`src/rtl/cfm_pkg.sv`:
```
package cfm_pkg;

    localparam int CFM_AW = 11;
    localparam int CFM_DW = 16;
    localparam int CFM_BW = 8;

    typedef enum logic [2:0] {
        ST_CARD_RST,
        ST_BOOT,
        ST_IDLE,
        ST_SETUP,
        ST_STROBE,
        ST_HOLD
    } cfm_state_t;

    typedef struct packed {
        logic              write;
        logic              attr;
        logic              word;
        logic [CFM_AW-1:0] addr;
        logic [CFM_DW-1:0] wdata;
    } cfm_req_t;

endpackage

```
`src/rtl/cfm_power_gate.sv`:
```
module cfm_power_gate #(
    parameter int RESET_CYCLES = 16
) (
    input  logic clk,
    input  logic rst_n,
    output logic card_reset
);
    localparam int RW = $clog2(RESET_CYCLES + 1);
    localparam logic [RW-1:0] LIMIT = RW'(RESET_CYCLES);

    logic [RW-1:0] count_q;

    always_ff @(posedge clk or negedge rst_n) begin
        if (!rst_n) begin
            count_q <= '0;
        end else if (count_q != LIMIT) begin
            count_q <= count_q + 1'b1;
        end
    end

    assign card_reset = (count_q != LIMIT);

    // once released, the card reset never comes back without a reset of the block
    p_reset_once_r1: assert property (@(posedge clk) disable iff (!rst_n)
        !card_reset |=> !card_reset);

endmodule

```
`src/rtl/cfm_lane_map.sv`:
```
module cfm_lane_map
    import cfm_pkg::*;
(
    input  cfm_req_t           cur_req,
    input  logic [CFM_DW-1:0]  bus_din,
    output logic               lane_ce1_n,
    output logic               lane_ce2_n,
    output logic [CFM_AW-1:0]  lane_addr,
    output logic [CFM_DW-1:0]  lane_dout,
    output logic [CFM_DW-1:0]  lane_rword
);
    localparam logic [CFM_BW-1:0] ZERO_BYTE = '0;

    always_comb begin
        lane_ce1_n = 1'b0;
        if (cur_req.word) begin
            lane_ce2_n = 1'b0;
            lane_addr  = {cur_req.addr[CFM_AW-1:1], 1'b0};
            lane_dout  = cur_req.wdata;
            lane_rword = bus_din;
        end else begin
            lane_ce2_n = 1'b1;
            lane_addr  = cur_req.addr;
            lane_dout  = {ZERO_BYTE, cur_req.wdata[CFM_BW-1:0]};
            lane_rword = {ZERO_BYTE, bus_din[CFM_BW-1:0]};
        end
    end

endmodule

```
`src/rtl/cfm_cycle_seq.sv`:
```
module cfm_cycle_seq
    import cfm_pkg::*;
#(
    parameter int CNT_W = 8
) (
    input  logic               clk,
    input  logic               rst_n,
    input  logic               card_reset,
    input  logic               cf_ready,
    input  logic               cf_wait_n,
    input  logic               req_valid,
    output logic               req_ready,
    input  cfm_req_t           req_in,
    input  logic [CNT_W-1:0]   cfg_setup,
    input  logic [CNT_W-1:0]   cfg_strobe_com,
    input  logic [CNT_W-1:0]   cfg_strobe_attr,
    input  logic [CNT_W-1:0]   cfg_hold,
    output cfm_req_t           cur_req,
    input  logic               lane_ce1_n,
    input  logic               lane_ce2_n,
    input  logic [CFM_DW-1:0]  lane_rword,
    output logic               cf_ce1_n,
    output logic               cf_ce2_n,
    output logic               cf_reg_n,
    output logic               cf_oe_n,
    output logic               cf_we_n,
    output logic               cf_d_oe,
    output logic               rsp_done,
    output logic [CFM_DW-1:0]  rsp_rdata
);
    localparam logic [CNT_W-1:0] ONE = CNT_W'(1);

    cfm_state_t        state_q, state_d;
    logic [CNT_W-1:0]  cnt_q;
    logic [CNT_W-1:0]  phase_len;
    logic              phase_done;
    logic              accept;
    logic              bus_active;

    function automatic logic [CNT_W-1:0] at_least_one(input logic [CNT_W-1:0] v);
        return (v == '0) ? ONE : v;
    endfunction

    assign req_ready = (state_q == ST_IDLE) && cf_ready;
    assign accept    = req_valid && req_ready;

    always_comb begin
        unique case (state_q)
            ST_SETUP:  phase_len = at_least_one(cfg_setup);
            ST_STROBE: phase_len = cur_req.attr ? at_least_one(cfg_strobe_attr)
                                                : at_least_one(cfg_strobe_com);
            ST_HOLD:   phase_len = at_least_one(cfg_hold);
            default:   phase_len = ONE;
        endcase
    end

    assign phase_done = (cnt_q >= phase_len);

    // next-state logic
    always_comb begin
        state_d = state_q;
        unique case (state_q)
            ST_CARD_RST: if (!card_reset)              state_d = ST_BOOT;
            ST_BOOT:     if (cf_ready)                 state_d = ST_IDLE;
            ST_IDLE:     if (accept)                   state_d = ST_SETUP;
            ST_SETUP:    if (phase_done)               state_d = ST_STROBE;
            ST_STROBE:   if (phase_done && cf_wait_n)  state_d = ST_HOLD;
            ST_HOLD:     if (phase_done)               state_d = ST_IDLE;
            default:                                   state_d = ST_CARD_RST;
        endcase
    end

    // state register
    always_ff @(posedge clk or negedge rst_n) begin
        if (!rst_n) begin
            state_q <= ST_CARD_RST;
        end else begin
            state_q <= state_d;
        end
    end

    // phase counter, request latch and response registers
    always_ff @(posedge clk or negedge rst_n) begin
        if (!rst_n) begin
            cnt_q     <= ONE;
            cur_req   <= '0;
            rsp_done  <= 1'b0;
            rsp_rdata <= '0;
        end else begin
            if (accept) begin
                cur_req <= req_in;
            end
            if (state_d != state_q) begin
                cnt_q <= ONE;
            end else if (cnt_q < phase_len) begin
                cnt_q <= cnt_q + ONE;
            end
            rsp_done <= (state_q == ST_HOLD) && (state_d == ST_IDLE);
            if ((state_q == ST_STROBE) && (state_d == ST_HOLD) && !cur_req.write) begin
                rsp_rdata <= lane_rword;
            end
        end
    end

    // bus outputs
    always_comb begin
        bus_active = 1'b0;
        cf_oe_n    = 1'b1;
        cf_we_n    = 1'b1;
        cf_d_oe    = 1'b0;
        unique case (state_q)
            ST_SETUP, ST_HOLD: bus_active = 1'b1;
            ST_STROBE: begin
                bus_active = 1'b1;
                cf_oe_n    = cur_req.write;
                cf_we_n    = !cur_req.write;
                cf_d_oe    = cur_req.write;
            end
            default: bus_active = 1'b0;
        endcase
        cf_ce1_n = bus_active ? lane_ce1_n : 1'b1;
        cf_ce2_n = bus_active ? lane_ce2_n : 1'b1;
        cf_reg_n = bus_active ? !cur_req.attr : 1'b1;
    end

    logic strobe_n;
    assign strobe_n = cf_oe_n && cf_we_n;

    // the card bus is idle while the card is held in reset
    p_quiet_reset_r1: assert property (@(posedge clk) disable iff (!rst_n)
        card_reset |-> (cf_ce1_n && cf_ce2_n && strobe_n));

    // no cycle is started from idle while the card reports busy
    p_no_start_busy_r2: assert property (@(posedge clk) disable iff (!rst_n)
        ((state_q == ST_IDLE) && !cf_ready) |=> cf_ce1_n);

    // bus controls held steady through a cycle
    p_held_controls_r3: assert property (@(posedge clk) disable iff (!rst_n)
        (!cf_ce1_n && $past(!cf_ce1_n)) |-> ($stable(cf_reg_n) && $stable(cf_ce2_n) && $stable(cur_req)));

    // a strobe only falls after the chip enable was already active
    p_setup_before_strobe_r6: assert property (@(posedge clk) disable iff (!rst_n)
        $fell(strobe_n) |-> $past(!cf_ce1_n));

    // a low wait line keeps the strobe active into the next cycle
    p_wait_stretch_r8: assert property (@(posedge clk) disable iff (!rst_n)
        (!strobe_n && !cf_wait_n) |=> !strobe_n);

    // chip enable still active right after the strobe rises
    p_hold_after_strobe_r9: assert property (@(posedge clk) disable iff (!rst_n)
        $rose(strobe_n) |-> !cf_ce1_n);

    // done is a single-cycle pulse
    p_done_pulse_r10: assert property (@(posedge clk) disable iff (!rst_n)
        rsp_done |=> !rsp_done);

    // never both strobes, and data driven only inside an enabled cycle
    p_one_strobe_r11: assert property (@(posedge clk) disable iff (!rst_n)
        (cf_oe_n || cf_we_n));
    p_drive_in_cycle_r11: assert property (@(posedge clk) disable iff (!rst_n)
        cf_d_oe |-> (!cf_ce1_n && !cf_we_n));

endmodule

```
`src/rtl/cfmem_engine.sv`:
```
module cfmem_engine
    import cfm_pkg::*;
#(
    parameter int CNT_W        = 8,
    parameter int RESET_CYCLES = 16
) (
    input  logic                clk,
    input  logic                rst_n,
    input  logic                req_valid,
    output logic                req_ready,
    input  logic                req_write,
    input  logic                req_attr,
    input  logic                req_word,
    input  logic [CFM_AW-1:0]   req_addr,
    input  logic [CFM_DW-1:0]   req_wdata,
    input  logic [CNT_W-1:0]    cfg_setup,
    input  logic [CNT_W-1:0]    cfg_strobe_com,
    input  logic [CNT_W-1:0]    cfg_strobe_attr,
    input  logic [CNT_W-1:0]    cfg_hold,
    output logic                rsp_done,
    output logic [CFM_DW-1:0]   rsp_rdata,
    output logic                cf_reset,
    input  logic                cf_ready,
    input  logic                cf_wait_n,
    output logic [CFM_AW-1:0]   cf_addr,
    output logic                cf_ce1_n,
    output logic                cf_ce2_n,
    output logic                cf_reg_n,
    output logic                cf_oe_n,
    output logic                cf_we_n,
    output logic [CFM_DW-1:0]   cf_d_out,
    output logic                cf_d_oe,
    input  logic [CFM_DW-1:0]   cf_d_in
);
    cfm_req_t           req_in;
    cfm_req_t           cur_req;
    logic               lane_ce1_n;
    logic               lane_ce2_n;
    logic [CFM_DW-1:0]  lane_rword;

    assign req_in = '{write: req_write, attr: req_attr, word: req_word,
                      addr: req_addr, wdata: req_wdata};

    cfm_power_gate #(
        .RESET_CYCLES (RESET_CYCLES)
    ) u_gate (
        .clk        (clk),
        .rst_n      (rst_n),
        .card_reset (cf_reset)
    );

    cfm_lane_map u_lanes (
        .cur_req    (cur_req),
        .bus_din    (cf_d_in),
        .lane_ce1_n (lane_ce1_n),
        .lane_ce2_n (lane_ce2_n),
        .lane_addr  (cf_addr),
        .lane_dout  (cf_d_out),
        .lane_rword (lane_rword)
    );

    cfm_cycle_seq #(
        .CNT_W (CNT_W)
    ) u_seq (
        .clk             (clk),
        .rst_n           (rst_n),
        .card_reset      (cf_reset),
        .cf_ready        (cf_ready),
        .cf_wait_n       (cf_wait_n),
        .req_valid       (req_valid),
        .req_ready       (req_ready),
        .req_in          (req_in),
        .cfg_setup       (cfg_setup),
        .cfg_strobe_com  (cfg_strobe_com),
        .cfg_strobe_attr (cfg_strobe_attr),
        .cfg_hold        (cfg_hold),
        .cur_req         (cur_req),
        .lane_ce1_n      (lane_ce1_n),
        .lane_ce2_n      (lane_ce2_n),
        .lane_rword      (lane_rword),
        .cf_ce1_n        (cf_ce1_n),
        .cf_ce2_n        (cf_ce2_n),
        .cf_reg_n        (cf_reg_n),
        .cf_oe_n         (cf_oe_n),
        .cf_we_n         (cf_we_n),
        .cf_d_oe         (cf_d_oe),
        .rsp_done        (rsp_done),
        .rsp_rdata       (rsp_rdata)
    );

endmodule

```
`config.mk`:
```
export PLATFORM = sky130hd
export DESIGN_NAME = cfmem_engine
export DESIGN_NICKNAME = d
export VERILOG_FILES = /design/src/rtl/cfm_pkg.sv /design/src/rtl/cfm_power_gate.sv /design/src/rtl/cfm_lane_map.sv /design/src/rtl/cfm_cycle_seq.sv /design/src/rtl/cfmem_engine.sv
export SDC_FILE = /design/constraint.sdc
export NUM_CORES = 1
export LEC_CHECK = 0
export ABC_AREA = 1
export BUFFER_PORTS_ARGS = -buffer_cell sky130_fd_sc_hd__buf_2
export CELL_PAD_IN_SITES_DETAIL_PLACEMENT = 0
export CELL_PAD_IN_SITES_GLOBAL_PLACEMENT = 2
export CORE_ASPECT_RATIO = 0.6
export CORE_MARGIN = 2
export CORE_UTILIZATION = 24
export DETAILED_ROUTE_END_ITERATION = 8
export PLACE_DENSITY = 0.89
export SLEW_MARGIN = 25
export SYNTH_ARGS = -nofsm -noshare
export SYNTH_HDL_FRONTEND = slang
export SYNTH_SLANG_ARGS = --single-unit
```
`constraint.sdc`:
```
create_clock -name clk -period 2.4 [get_ports clk]
set_input_delay 0.48 -clock clk [delete_from_list [all_inputs] [get_ports clk]]
set_output_delay 0.48 -clock clk [all_outputs]
set_load 0.05 [all_outputs]
```
# Word-level counts from Yosys, hierarchy flattened
# Cells that the tools add are included.
[op_classes]
addsub = 2
n_eq_ne = 9
order_cmp = 2
reduce_logical = 15
mux = 26
[op_table]
columns = ["cell", "n"]
rows = [
  ["8-bit two-way mux", 7],
  ["8-bit logical NOT", 4],
  ["16-bit two-way mux", 2],
  ["8-bit case mux with 3 select lines", 1],
  ["3-bit two-way mux", 6],
  ["3-bit case mux with 6 select lines", 1],
  ["3-bit by 2-bit equality test with 1-bit output, second input constant", 3],
  ["3-bit equality test, second input constant", 3],
  ["1-bit two-way mux", 9],
  ["8-bit by 1-bit adder with 8-bit output, second input constant", 1],
  ["8-bit greater-or-equal comparator", 1],
  ["8-bit less-than comparator", 1],
  ["1-bit logical AND", 6],
  ["5-bit by 1-bit adder with 5-bit output, second input constant", 1],
  ["5-bit inequality test, second input constant", 1],
  ["3-bit by 1-bit equality test with 1-bit output, second input constant", 1],
  ["3-bit logical NOT", 1],
  ["3-bit inequality test", 1],
  ["3-bit OR reduction", 1],
  ["1-bit logical NOT", 2],
  ["2-bit nonzero test", 1],
]
[word_totals]
output_inout_bits = 52
elab_cells = 64
regBits = 63

# Depth between registers and ports, before layout
# Gate-level depths: netlist of the first run.
[logic_depth]
depth_word = 11
depth_mapped = 20
mapped_depth_nobuf = 20

# Cells and area by module
# Synthesis of the first run repeated with hierarchy kept, for this count alone.
[hier_totals]
cells_unflattened = 436
area_unflattened_um2 = 3629.7
[by_module_without_submodules]
columns = ["mod", "cells_each", "area_per_inst_um2", "seq_area_each_um2", "n_inst"]
rows = [
  ["cfm_cycle_seq", 336, 2980.4, 1452.6, 1],
  ["cfm_lane_map", 65, 376.6, 0.0, 1],
  ["cfm_power_gate", 35, 272.8, 125.1, 1],
]

# Worst setup path after synthesis of the first run
# Ideal clock, no wire load.
[synth_path]
path_kind = "register to register"
start = "register u_seq.state_q[0]"
end = "register u_seq.rsp_rdata[14]"
setup_slack_ps = -498
required_ps = 2282
t_arrival_ps = 2780
setup_ps = 118
period_less_slack_ps = 2898
stages_incl_launch_ff = 18
cell_sequence = "dfrtp_1 > nor2_2 > nand2_2 > inv_1 > nor2_1 > inv_1 > o2111ai_1 > ha_1 > nand2_1 > nor2_1 > nand2_1 > nand3_2 > nand2_1 > nor2_2 > inv_2 > buf_6 > nand2_1 > nand2_1"
[synth_via]
elab_chain_len = 9
[synth_lines]
columns = ["element", "line_no", "text"]
rows = [
  ["from (decl)", "cfm_cycle_seq.sv:33", "cfm_state_t state_q, state_d;"],
  ["from (signal assigned)", "cfm_cycle_seq.sv:78", "state_q <= state_d;"],
  ["3-bit equality test (tied with other cells)", "cfm_cycle_seq.sv:48, cfm_cycle_seq.sv:62", ""],
  ["8-bit case mux with 3 select lines", "cfm_cycle_seq.sv:48", "unique case (state_q)"],
  ["8-bit greater-or-equal comparator", "cfm_cycle_seq.sv:57", "assign phase_done = (cnt_q >= phase_len);"],
  ["1-bit logical AND", "cfm_cycle_seq.sv:67", "ST_STROBE: if (phase_done && cf_wait_n) state_d = ST_HOLD;"],
  ["3-bit two-way mux", "cfm_cycle_seq.sv:67", ""],
  ["3-bit case mux with 6 select lines", "cfm_cycle_seq.sv:62", "unique case (state_q)"],
  ["3-bit equality test", "cfm_cycle_seq.sv:99", "if ((state_q == ST_STROBE) && (state_d == ST_HOLD) && !cur_req.write) begin"],
  ["1-bit logical AND (*) (2 in series)", "cfm_cycle_seq.sv:99", ""],
  ["to (signal assigned)", "cfm_cycle_seq.sv:100", "rsp_rdata <= lane_rword;"],
  ["to (decl)", "cfm_cycle_seq.sv:29", "output logic [CFM_DW-1:0] rsp_rdata"],
]
# Every way passes the cells marked *; elsewhere a longest branch is shown, timed or not.
# A chain may end at the register's enable or synchronous reset.

# Final worst setup path of the first run
[layout_path]
start = "register u_seq.state_q[1]"
end = "register u_seq.cnt_q[5]"
[layout_via]
elab_chain_len = 8
[layout_lines]
columns = ["element", "line_no", "text"]
rows = [
  ["3-bit equality test / 3-bit by 2-bit equality test with 1-bit output (equally long branches)", "cfm_cycle_seq.sv:48, cfm_cycle_seq.sv:62", ""],
  ["8-bit case mux with 3 select lines", "cfm_cycle_seq.sv:48", ""],
  ["8-bit greater-or-equal comparator", "cfm_cycle_seq.sv:57", ""],
  ["1-bit logical AND", "cfm_cycle_seq.sv:67", ""],
  ["3-bit two-way mux", "cfm_cycle_seq.sv:67", ""],
  ["3-bit case mux with 6 select lines (*)", "cfm_cycle_seq.sv:62", ""],
  ["via u_seq.state_d[1]", "cfm_cycle_seq.sv:33", ""],
  ["3-bit inequality test (*)", "cfm_cycle_seq.sv:93", "if (state_d != state_q) begin"],
  ["8-bit two-way mux / 2-bit nonzero test (equally long branches)", "--", ""],
  ["to (signal assigned)", "cfm_cycle_seq.sv:96", "cnt_q <= cnt_q + ONE;"],
  ["to (decl)", "cfm_cycle_seq.sv:34", "logic [CNT_W-1:0] cnt_q;"],
]
# The timed path passes the listed nets; every way through them passes the cells marked *.

==> results.md, run 1 <==
- R2R Setup Slk: -170 ps
- DRC: 0
- Post-synth ARST share: between 90% and 100%
- Clock Latency Late Sink: between 300 and 400 ps
- Worst Tran Pin Value: 715 ps
- Core area: about 14,000 um^2
- Placed cell count: 740
- R2r endpoint: u_seq.cnt_q[5]
- N_diodes: 0
- Setup TNS: -2830 ps
- Outcome: finished, violations left
- Die area: 14,900 um^2
- Tightest Hold Check Type: input port to asynchronous set/reset pin
- Leak: 2.75 nW
- Post-synth top area cell: dfrtp_1
- Final setup fails: 24
- Max Freq: a little under 400 MHz
- Initial drt markers: between 150 and 200
- EDFF count, synth: 0
- Initial antenna violation count: 1
- Vias per cell: 4.35
- Setup crit start kind: register
- Initial core utilization: around 24%
- Period utilization: 107%
- Worst EP required: approximately 2700 ps
- Count of buffers from port buffering: 134
- Register Area: 1580 um^2
- Tmin final: between 2000 and 3000 ps
- RSZ-0062 raised after global routing: yes
- Vias in the first global route: around 3,300
- Count leader, synth: nand2_1
- Layout cells sized above 1: between 40% and 50%
- Routed via count: ~3,300
- Worst path arrival time: 2820 ps
- Crit-path max FO: 7
- I/O pins: 135
- Main synth FF type: dfrtp_1
- Post-layout nets: ~680
- Clk slew on worst S/H paths: around 50 ps
- Seq/Total Area, Yosys: around 47%
- Routed WL per cell: around 13 um
- Max VDD drop: around 550 uV
- R2R Path Start: u_seq.state_q[1]
- Antenna viol nets, final: 0
- CP Launch Point: u_seq.state_q[1]
- Mapped Avg Cell Area: ~8 um^2
- Die Wd: 156 um
- Syn. warnings: 0
- Cell Pwr Density: approximately 1400 nW/um^2
- Final worst setup slack: -171 ps
- Largest net degree at the start of global routing: 40
- H-tree depth: 3
- Placed inst area: ~4400 um^2
- CP endpoint kind: register
- Drt total wl: 10,100 um
- Final Hold Violating Endpoints: 0
- First drt pass iteration count: 4
- CTS tree: built
- GRT overflow: 0
- P&R area growth vs syn: 49.6%
- Multi-input combinational cell area: around 1700 um^2
- Filler cells: 1,391
- TritonCTS Buffers: 9
- Clk buf depth: 2
- Total track usage: between 10 and 15%
- Violated checks: negative setup slack
- Post-Layout Inst Area: between 4000 and 5000 um^2
- #FFs+latches synth: between 60 and 70
- First-pass GRT wire length: between 15,000 and 20,000 um
- CTS root buf: clkbuf_16
- Worst slew margin: between 50 and 60%
- CTS sink cnt: between 60 and 70
- CP Class: register to register
- Synth cell count leaders: nand2_1 (165), dfrtp_1 (62), nor2_1 (35), inv_1 (33), buf_4 (19)
- Area share of the largest cell type after synthesis: around 47%
- Netlist cell types: 30
- Die Y: around 95 um
- Non-filler cells, final: 761
- Worst reg2reg path depth: 17
- Max Clock Skew: 5.37 ps
- Cells after Synth: 423
- Max-slew violation count: 0
- Row count: 33
- Top post-synthesis cells by area: dfrtp_1 (47%), nand2_1 (19%), buf_4 (4.3%)
- Max_cap viols: 0
- Syn nets: 517
- Gp weighted congestion: around 0.9
- DP HPWL: 7540 um
- Cell Area, Synth: approximately 3300 um^2
cell families (layout without fill, tap and decap cells):
group	count (synthesis)	after routing	share of synthesized area, %
and+or+nand+nor	249	250	31.5
DFF	63	63	47.3
adders and majority gates	11	11	4.13
xor gates and xnor gates	9	9	2.36
AOI/OAI and AO/OA	26	26	5.03
buffers and inverters	65	227	9.68
state kept, by name, summed over array words and instances, names as in the netlist:
name / flops
u_seq.cur_req: 30
u_seq.rsp_rdata: 16
u_seq.cnt_q: 8
u_gate.count_q: 5
u_seq.state_q: 3
u_seq.rsp_done: 1
repair_timing:
item | 4_1_cts | 5_1_grt
buffers inserted | 4 | 2
pin swaps | 9 | 18
gates resized for setup | 49 | 28
gates cloned | 1 | 0
setup endpoints to repair | 27 | 25
hold buffers | 0 | 0
power by group:
group	switching (mW)	total (mW)	internal, mW
Combinational	2.69	3.95	1.26
Clock	0.437	1.25	0.815
Sequential	0.303	1.77	1.47
Total	3.43	6.97	3.55
routing by layer:
metal	vias to the layer above	routed length, um	GRT usage [%]
li1	1646	-	-
met1	1569	4740	17.9
met2	82	4440	22.8
met3	11	760	5.73
met4	2	107	3.36
met5	-	13	0
stage by stage:
| stage | setup slack, ps | power [mW] | hold WS [ps] | utilization (%) |
|---|---|---|---|---|
| CTS | -58.1 | 6.75 | 194 | 35.8 |
| global route | -320 | 7.46 | 226 | 36.6 |
| floorplan | 35.4 | 4.27 | 184 | - |
| global placement | -252 | 5.09 | 450 | 31.9 |
| finish | -171 | 6.97 | 178 | 36.6 |
| detailed placement | -337 | 5.12 | 457 | 31.9 |
how the worst max path moves through the flow:
stage                          end  slack, ps  cells after the start
finish              u_seq.cnt_q[5]       -170                     17
global route        u_seq.cnt_q[5]       -320                     17
CTS                 u_seq.cnt_q[7]        -60                     17
detailed placement  u_seq.cnt_q[7]       -340                     15
global placement    u_seq.cnt_q[4]       -250                     15
floorplan           u_seq.cnt_q[6]         40                     20
cell type report:
class	count	share of cell area, %
Multi-Input combinational cell	296	34.8
Sequential cell	63	31.7
Timing Repair Buffer	176	20.4
Clock buffer	10	4.79
Tap cell	175	4.39
Inverter	37	3.01
Clock inverter	4	0.953
layout by cell type, fill, tap and decap left out, drive strengths merged:
| master | Yosys | final |
|---|---|---|
| nor4 | 6 | 6 |
| buf | 21 | 176 |
| xnor2 | 3 | 3 |
| o21a | 1 | 1 |
| clkinv | 2 | 4 |
| nand2 | 167 | 168 |
| xor2 | 6 | 6 |
| nor2 | 39 | 39 |
| nor3b | 1 | 1 |
| a21oi | 7 | 7 |
| nor3 | 11 | 11 |
| nand3 | 21 | 21 |
| bufinv | 0 | 1 |
| o21ai | 8 | 8 |
| ha | 11 | 11 |
| o2111ai | 1 | 1 |
| clkbuf | 7 | 10 |
| dfrtp | 62 | 62 |
| clkinvlp | 0 | 1 |
| a221oi | 7 | 7 |
| inv | 35 | 35 |
| nand4 | 4 | 4 |
| o21bai | 1 | 1 |
| dfstp | 1 | 1 |
| a21o | 1 | 1 |
worst max-delay path, stage by stage (launching register included):
cell and delay (ps):
dfrtp_2 450, nor2_4 180, nand2_4 120, nor3_4 300, a221oi_4 60, ha_1 310, nand2_2 120, inv_2 40
nand2_2 50, nand2_2 60, nand2_4 90, buf_6 100, nand4_1 80, nand3_2 100, nor2_2 40, nor2_2 150
nand2_4 130, nor2_2 120
Note: power is estimated with default switching activity, not from simulation.
==> run 2, diff against run 1 <==
--- a/config.mk
+++ b/config.mk
@@ -14,6 +14,7 @@
 export CORE_UTILIZATION = 24
 export DETAILED_ROUTE_END_ITERATION = 8
 export PLACE_DENSITY = 0.89
+export RECOVER_POWER = 50
 export SLEW_MARGIN = 25
 export SYNTH_ARGS = -nofsm -noshare
 export SYNTH_HDL_FRONTEND = slang
==> results.md, run 2 (synthesis results as in run 1) <==
- Total track usage: 14.2% (unchanged)
- RSZ-0062 raised after global routing: yes
- Row count: 33 (unchanged)
- Final setup fails: 24 (unchanged)
- Max_cap viols: 0 (unchanged)
- Initial antenna violation count: 1 (unchanged)
- R2r endpoint: u_seq.cnt_q[5]
- Multi-input combinational cell area: 1730 um^2 (-0.29%)
- Hold buffers post-CTS: 0 (unchanged)
- Max-slew violation count: 0 (unchanged)
- I/O pins: 135 (unchanged)
- Max Clock Skew: 5.49 ps (+0.124 ps)
- Non-filler cells, final: 761 (unchanged)
- Hold EP: u_seq.cur_req[4]
- Placed cell count: 740 (unchanged)
- Comb pwr share: 56.5% (about the same)
- Most frequent cells in the layout: nand2_1 (153), buf_2 (124), dfrtp_1 (60)
- Filler cells: 1,396 (+0.36%)
- Worst slew margin: 4.56% (-48 points)
- Core area: 13,600 um^2 (unchanged)
- CTS sink cnt: 63 (unchanged)
- Routed WL per cell: 13.2 um (+0.20%)
- Initial drt markers: 193 (-2.0%)
- Most common cell after layout, fill and taps aside: nand2_1
- Largest reg by FF count: u_seq.cur_req
- Largest net degree at the start of global routing: 40 (unchanged)
- Die Y: 95.3 um (unchanged)
- Worst reg2reg path depth: 17 (unchanged)
- Setup crit start kind: register
- Clk slew on worst S/H paths: 50 ps (about the same)
- Violated checks: negative setup slack
- Die Wd: 156 um (unchanged)
- Vias in the first global route: 3,327 (unchanged)
- Die area: 14,900 um^2 (unchanged)
- First-pass GRT wire length: 16,400 um (unchanged)
- Max reg flops: 30 (unchanged)
- CTS tree: built
- TritonCTS Buffers: 9 (unchanged)
- Hold depth: 3
- Worst path arrival time: 2830 ps (about the same)
- R2R Path Start: u_seq.state_q[1]
- Top flop regs: u_seq.cur_req: 30 flops, u_seq.rsp_rdata: 16 flops, u_seq.cnt_q: 8 flops
- Crit-path max FO: 7 (unchanged)
- R2R Setup Slk: -170 ps (about the same)
- Drt total wl: 10,100 um (+0.20%)
- Count of buffers from port buffering: 134 (unchanged)
- H-tree depth: 3 (unchanged)
- Outcome: finished, violations left
- Vias per cell: 4.34 (-0.24%)
- Max VDD drop: 540 uV (-1.9%)
- GRT overflow: 0 (unchanged)
- Hold_sp: req_wdata[4]
- Clk buf depth: 2 (unchanged)
- Routed via count: 3,302 (-0.24%)
- CTS root buf: clkbuf_16
- Leak: 2.71 nW (-1.6%)
- Switch share: 49.3% (+0.17 points)
- Layout cells sized above 1: 42.5% (-1.9 points)
- Tightest Hold Check Type: input port to register
- Tmin final: 2570 ps (+0.794 ps)
- Gp weighted congestion: 0.874 (unchanged)
- Register Area: 1580 um^2 (unchanged)
- Initial core utilization: 24.5% (unchanged)
- CP Class: register to register
- Seq pwr share: 25.5% (about the same)
- Cell Pwr Density: 1400 nW/um^2 (+0.37%)
- Period utilization: 107% (about the same)
- Final Hold Violating Endpoints: 0 (unchanged)
- Switching Power: 3.43 mW (+0.12%)
- P&R area growth vs syn: 48.7%
- Clock Latency Late Sink: 320 ps (about the same)
- Antenna viol nets, final: 0 (unchanged)
- First drt pass iteration count: 4 (unchanged)
- Worst EP required: 2650 ps (about the same)
- Clock share of power: 18.0% (about the same)
- Final worst setup slack: -172 ps (-0.794 ps)
- CP endpoint kind: register
- N_diodes: 0 (unchanged)
- Worst Tran Pin Value: 1430 ps (+716 ps)
- Internal Pwr Total: 3.53 mW (-0.57%)
- Hold slack: 353 ps (+175 ps)
- Post-layout nets: 677 (unchanged)
- Max Freq: 389 MHz (about the same)
- DRC: 0 (unchanged)
- DP HPWL: 7540 um (unchanged)
==> run 2: layer usage <==
metal | up-vias | GRT usage (%) | share of wire, %
li1 | 1643 | - | -
met1 | 1562 | 17.9 | 47
met2 | 84 | 22.8 | 44
met3 | 11 | 5.73 | 7.5
met4 | 2 | 3.36 | 1.1
met5 | - | 0 | 0.13
==> run 2: worst max path at each step <==
| stage | slack [ps] | depth (start not counted) | from | end |
|---|---|---|---|---|
| after CTS | -60 | 17 | u_seq.state_q[0] | u_seq.cnt_q[7] |
| after global routing | -320 | 17 | u_seq.state_q[1] | u_seq.cnt_q[5] |
| after global placement | -250 | 15 | u_seq.state_q[1] | u_seq.cnt_q[4] |
| final | -170 | 17 | u_seq.state_q[1] | u_seq.cnt_q[5] |
| after detailed placement | -340 | 15 | u_seq.state_q[1] | u_seq.cnt_q[7] |
| after floorplan | 40 | 20 | u_seq.state_q[1] | u_seq.cnt_q[6] |
==> run 2: power by group through the flow <==
stage | registers (mW) | clock network [mW] | logic [mW]
floorplan | 2.05 | 0 | 2.22
global placement | 1.75 | 0 | 3.33
detailed placement | 1.77 | 0 | 3.35
CTS | 1.78 | 1.31 | 3.67
global route | 1.83 | 1.35 | 4.25
finish | 1.78 | 1.25 | 3.93
==> run 2: final cells by class <==
class	instances	share of cell area, %
Clock buffer	10	4.82
Clock inverter	4	0.959
Inverter	37	3.03
Multi-Input combinational cell	296	34.9
Sequential cell	63	31.9
Tap cell	175	4.41
Timing Repair Buffer	176	20.0
==> run 2: stage by stage <==
step | setup slack [ps] | instance area (um^2) | setup TNS (ps) | util (%) | power, mW
floorplan | 35.4 | 3350 | 0 | - | 4.27
global placement | -252 | 4350 | -5390 | 31.9 | 5.09
detailed placement | -337 | 4350 | -7500 | 31.9 | 5.12
CTS | -58.1 | 4880 | -330 | 35.8 | 6.75
global route | -320 | 4960 | -6340 | 36.4 | 7.44
finish | -172 | 4960 | -2830 | 36.4 | 6.96
==> run 2: worst max-delay path, cell delays in order (launching register included) <==
cell and delay (ps):
dfrtp_2 450, nor2_4 180, nand2_4 120, nor3_4 300
a221oi_4 60, ha_1 310, nand2_2 120, inv_2 40
nand2_2 50, nand2_2 60, nand2_4 90, buf_6 100
nand4_1 80, nand3_2 100, nor2_2 40, nor2_2 150
nand2_4 130, nor2_2 120
==> run 2: timing repair <==
action                                  CTS  global route
endpoints found under the setup margin   27            25
pin swaps                                 9            18
gates resized for setup                  49            28
buffers inserted                          4             2
cloned                                    1             0
==> run 3, diff against run 2 <==
==> constraint.sdc (replaced) <==
create_clock -name clk -period 2.35 [get_ports clk]
set_input_delay 0.47 -clock clk [delete_from_list [all_inputs] [get_ports clk]]
set_output_delay 0.47 -clock clk [all_outputs]
set_load 0.05 [all_outputs]
==> results.md, run 3 (synthesis results as in run 1) <==
- Outcome: finished, violations left
- Violated checks: negative setup slack
- Count of buffers from port buffering: 134 (unchanged)
- Max-slew violation count: 0 (unchanged)
- Max reg flops: 30 (unchanged)
- CP most frequent cell: nand2_2
- Worst Tran Pin Value: 1340 ps (-87.9 ps)
- Vias per cell: 4.38 (+0.94%)
- Clock Latency Late Sink: 330 ps (about the same)
- Max Clock Skew: 4.86 ps (-0.634 ps)
- Tmin final: 2480 ps (-91.8 ps)
- GR Util met3: 4.36% (-1.4 points)
- CP bufs+invs: 1 (-1)
- End point of the critical path: u_seq.cnt_q[2]
- Hold slack: 340 ps (-13.7 ps)
- CP endpoint kind: register
- CP Launch Point: u_seq.state_q[0]
- Clk slew on worst S/H paths: 60 ps (about the same)
- Die Y: 95.3 um (unchanged)
- Initial drt markers: 134 (-31%)
- Hold buffers post-CTS: 0 (unchanged)
- Most common cell after layout, fill and taps aside: nand2_1
- Row count: 33 (unchanged)
- Final worst setup slack: -130 ps (+41.8 ps)
- Worst slew margin: 10.4% (+5.9 points)
- Drt total wl: 10,000 um (-0.34%)
- Die area: 14,900 um^2 (unchanged)
- Vias in the first global route: 3,208 (-3.6%)
- Clk buf depth: 2 (unchanged)
- DP HPWL: 7510 um (-0.33%)
- Crit-path max FO: 7 (unchanged)
- Largest reg by FF count: u_seq.cur_req
- CTS root buf: clkbuf_16
- P&R area growth vs syn: 52.3%
- Placed cell count: 744 (+0.54%)
- Total track usage: 13.8% (-0.39 points)
- First-pass GRT wire length: 15,800 um (-3.5%)
- Period utilization: 106% (-1.6 points)
- Antenna viol nets, final: 0 (unchanged)
- Final setup fails: 25 (+4.2%)
- Die Wd: 156 um (unchanged)
- R2R Path Start: u_seq.state_q[0]
- Max Freq: 403 MHz (+3.7%)
- GRT overflow: 0 (unchanged)
- Initial antenna violation count: 1 (unchanged)
- First drt pass iteration count: 4 (unchanged)
- CTS sink cnt: 63 (unchanged)
- R2r endpoint: u_seq.cnt_q[2]
- Biggest cell delay along the critical path: 440 ps (about the same)
- Cell breakdown of the critical path: nor2_4, nand2_4, nor3_4, a221oi_2, ha_1, nand2_1, nor2_2, nand2_2, buf_4, nand4_1, nand3_2, nand2_2, nand2_2, nand2_4, nor2_1
- Met1 Use GR: 18.8% (+0.88 points)
- Crit path max-delay family: simple AND/OR/NAND/NOR gates
- Largest net degree at the start of global routing: 43 (+7.5%)
- GR met2 Demand/Resource: 20.9% (-1.9 points)
- GRT busiest layer: met2
- TritonCTS Buffers: 9 (unchanged)
- Core area: 13,600 um^2 (unchanged)
- Gp weighted congestion: 0.813 (-7.0%)
- Tightest Hold Check Type: input port to register
- CTS tree: built
- I/O pins: 135 (unchanged)
- Layout cells sized above 1: 43.8% (+1.3 points)
- Initial core utilization: 24.5% (unchanged)
- CP Depth: 15 (-2)
- N_diodes: 0 (unchanged)
- Worst path arrival time: 2690 ps (-140 ps)
- Cell Pwr Density: 1420 nW/um^2 (+1.5%)
- Post-layout nets: 680 (+0.44%)
- Setup crit start kind: register
- Non-filler cells, final: 766 (+0.66%)
- Max_cap viols: 0 (unchanged)
- Most frequent cells in the layout: nand2_1 (150), buf_2 (123), dfrtp_1 (60)
- DRC: 0 (unchanged)
- H-tree depth: 3 (unchanged)
- Top flop regs: u_seq.cur_req: 30 flops, u_seq.rsp_rdata: 16 flops, u_seq.cnt_q: 8 flops
- Worst reg2reg path depth: 15 (-2)
- Max VDD drop: 522 uV (-3.3%)
- RSZ-0062 raised after global routing: yes
- Final Hold Violating Endpoints: 0 (unchanged)
- R2R Setup Slk: -130 ps (+40 ps)
- Worst EP required: 2560 ps (-90 ps)
- Routed via count: 3,355 (+1.6%)
- Routed WL per cell: 13.1 um (-0.99%)
- Slowest-stage cell, CP: dfrtp_2
- Filler cells: 1,438 (+3.0%)
- CP Class: register to register
- Post-layout power: 7.23 mW (+3.9%)
- Leak: 2.76 nW (+1.9%)
-- run 3: cell types whose count changed in the layout (fill, tap and decap cells not counted), sizes merged --
cell and change:
buf +2, bufinv +2, clkbuf +2, clkinvlp -1
-- run 3: through the flow --
step / utilization [%] / setup TNS (ps) / setup WS, ps / cell area [um^2]
2_1_floorplan: - / 0 / 3.61 / 3350
3_3_place_gp: 32.2 / -5880 / -286 / 4380
3_5_place_dp: 32.2 / -7090 / -357 / 4380
4_1_cts: 35.8 / -1580 / -152 / 4880
5_1_grt: 37.3 / -6460 / -297 / 5080
6_report: 37.3 / -2630 / -130 / 5080
-- run 3: report_power, final --
group	leakage, nW	switching [mW]	internal (mW)	total [mW]
Sequential	0.813	0.300	1.50	1.80
Clock	0.176	0.481	1.09	1.57
Combinational	1.77	2.64	1.21	3.85
Total	2.76	3.43	3.80	7.23
-- run 3: layout make-up --
| cell class | count | area, um^2 | share of cell area (%) |
|---|---|---|---|
| Timing Repair Buffer | 179 | 1050 | 20.6 |
| Tap cell | 175 | 219 | 4.31 |
| Sequential cell | 63 | 1580 | 31.1 |
| Multi-Input combinational cell | 296 | 1720 | 33.9 |
| Clock inverter | 5 | 104 | 2.04 |
| Clock buffer | 11 | 253 | 4.98 |
| Inverter | 37 | 155 | 3.05 |
-- run 3: repair_timing --
item / CTS / global route
gates resized for setup: 30 / 51
endpoints found under the setup margin: 26 / 28
buffers inserted: 1 / 3
pin swaps: 8 / 9
gates cloned: 1 / 1
-- run 3: worst min-delay path: stages --
cell     delay, ps
buf_2           70
nand2_1         40
nand2_1         50
-- run 3: worst min-delay path by stage --
stage	from	endpoint	slack, ps	cells past startpoint
after CTS	rst_n	u_seq.cnt_q[3]	160	1
after global placement	u_seq.rsp_rdata[0]	u_seq.rsp_rdata[0]	450	2
after detailed placement	u_seq.cur_req[21]	u_seq.cur_req[21]	450	2
final	req_wdata[9]	u_seq.cur_req[9]	340	3
after global routing	req_wdata[10]	u_seq.cur_req[10]	340	3
after floorplan	rst_n	u_gate.count_q[0]	170	0
-- run 3: routing by layer --
| layer | share of wire [%] | up-vias |
|---|---|---|
| met5 | 0.13 | - |
| met4 | 0.83 | 2 |
| met2 | 43 | 101 |
| li1 | - | 1661 |
| met3 | 6.2 | 10 |
| met1 | 49 | 1581 |
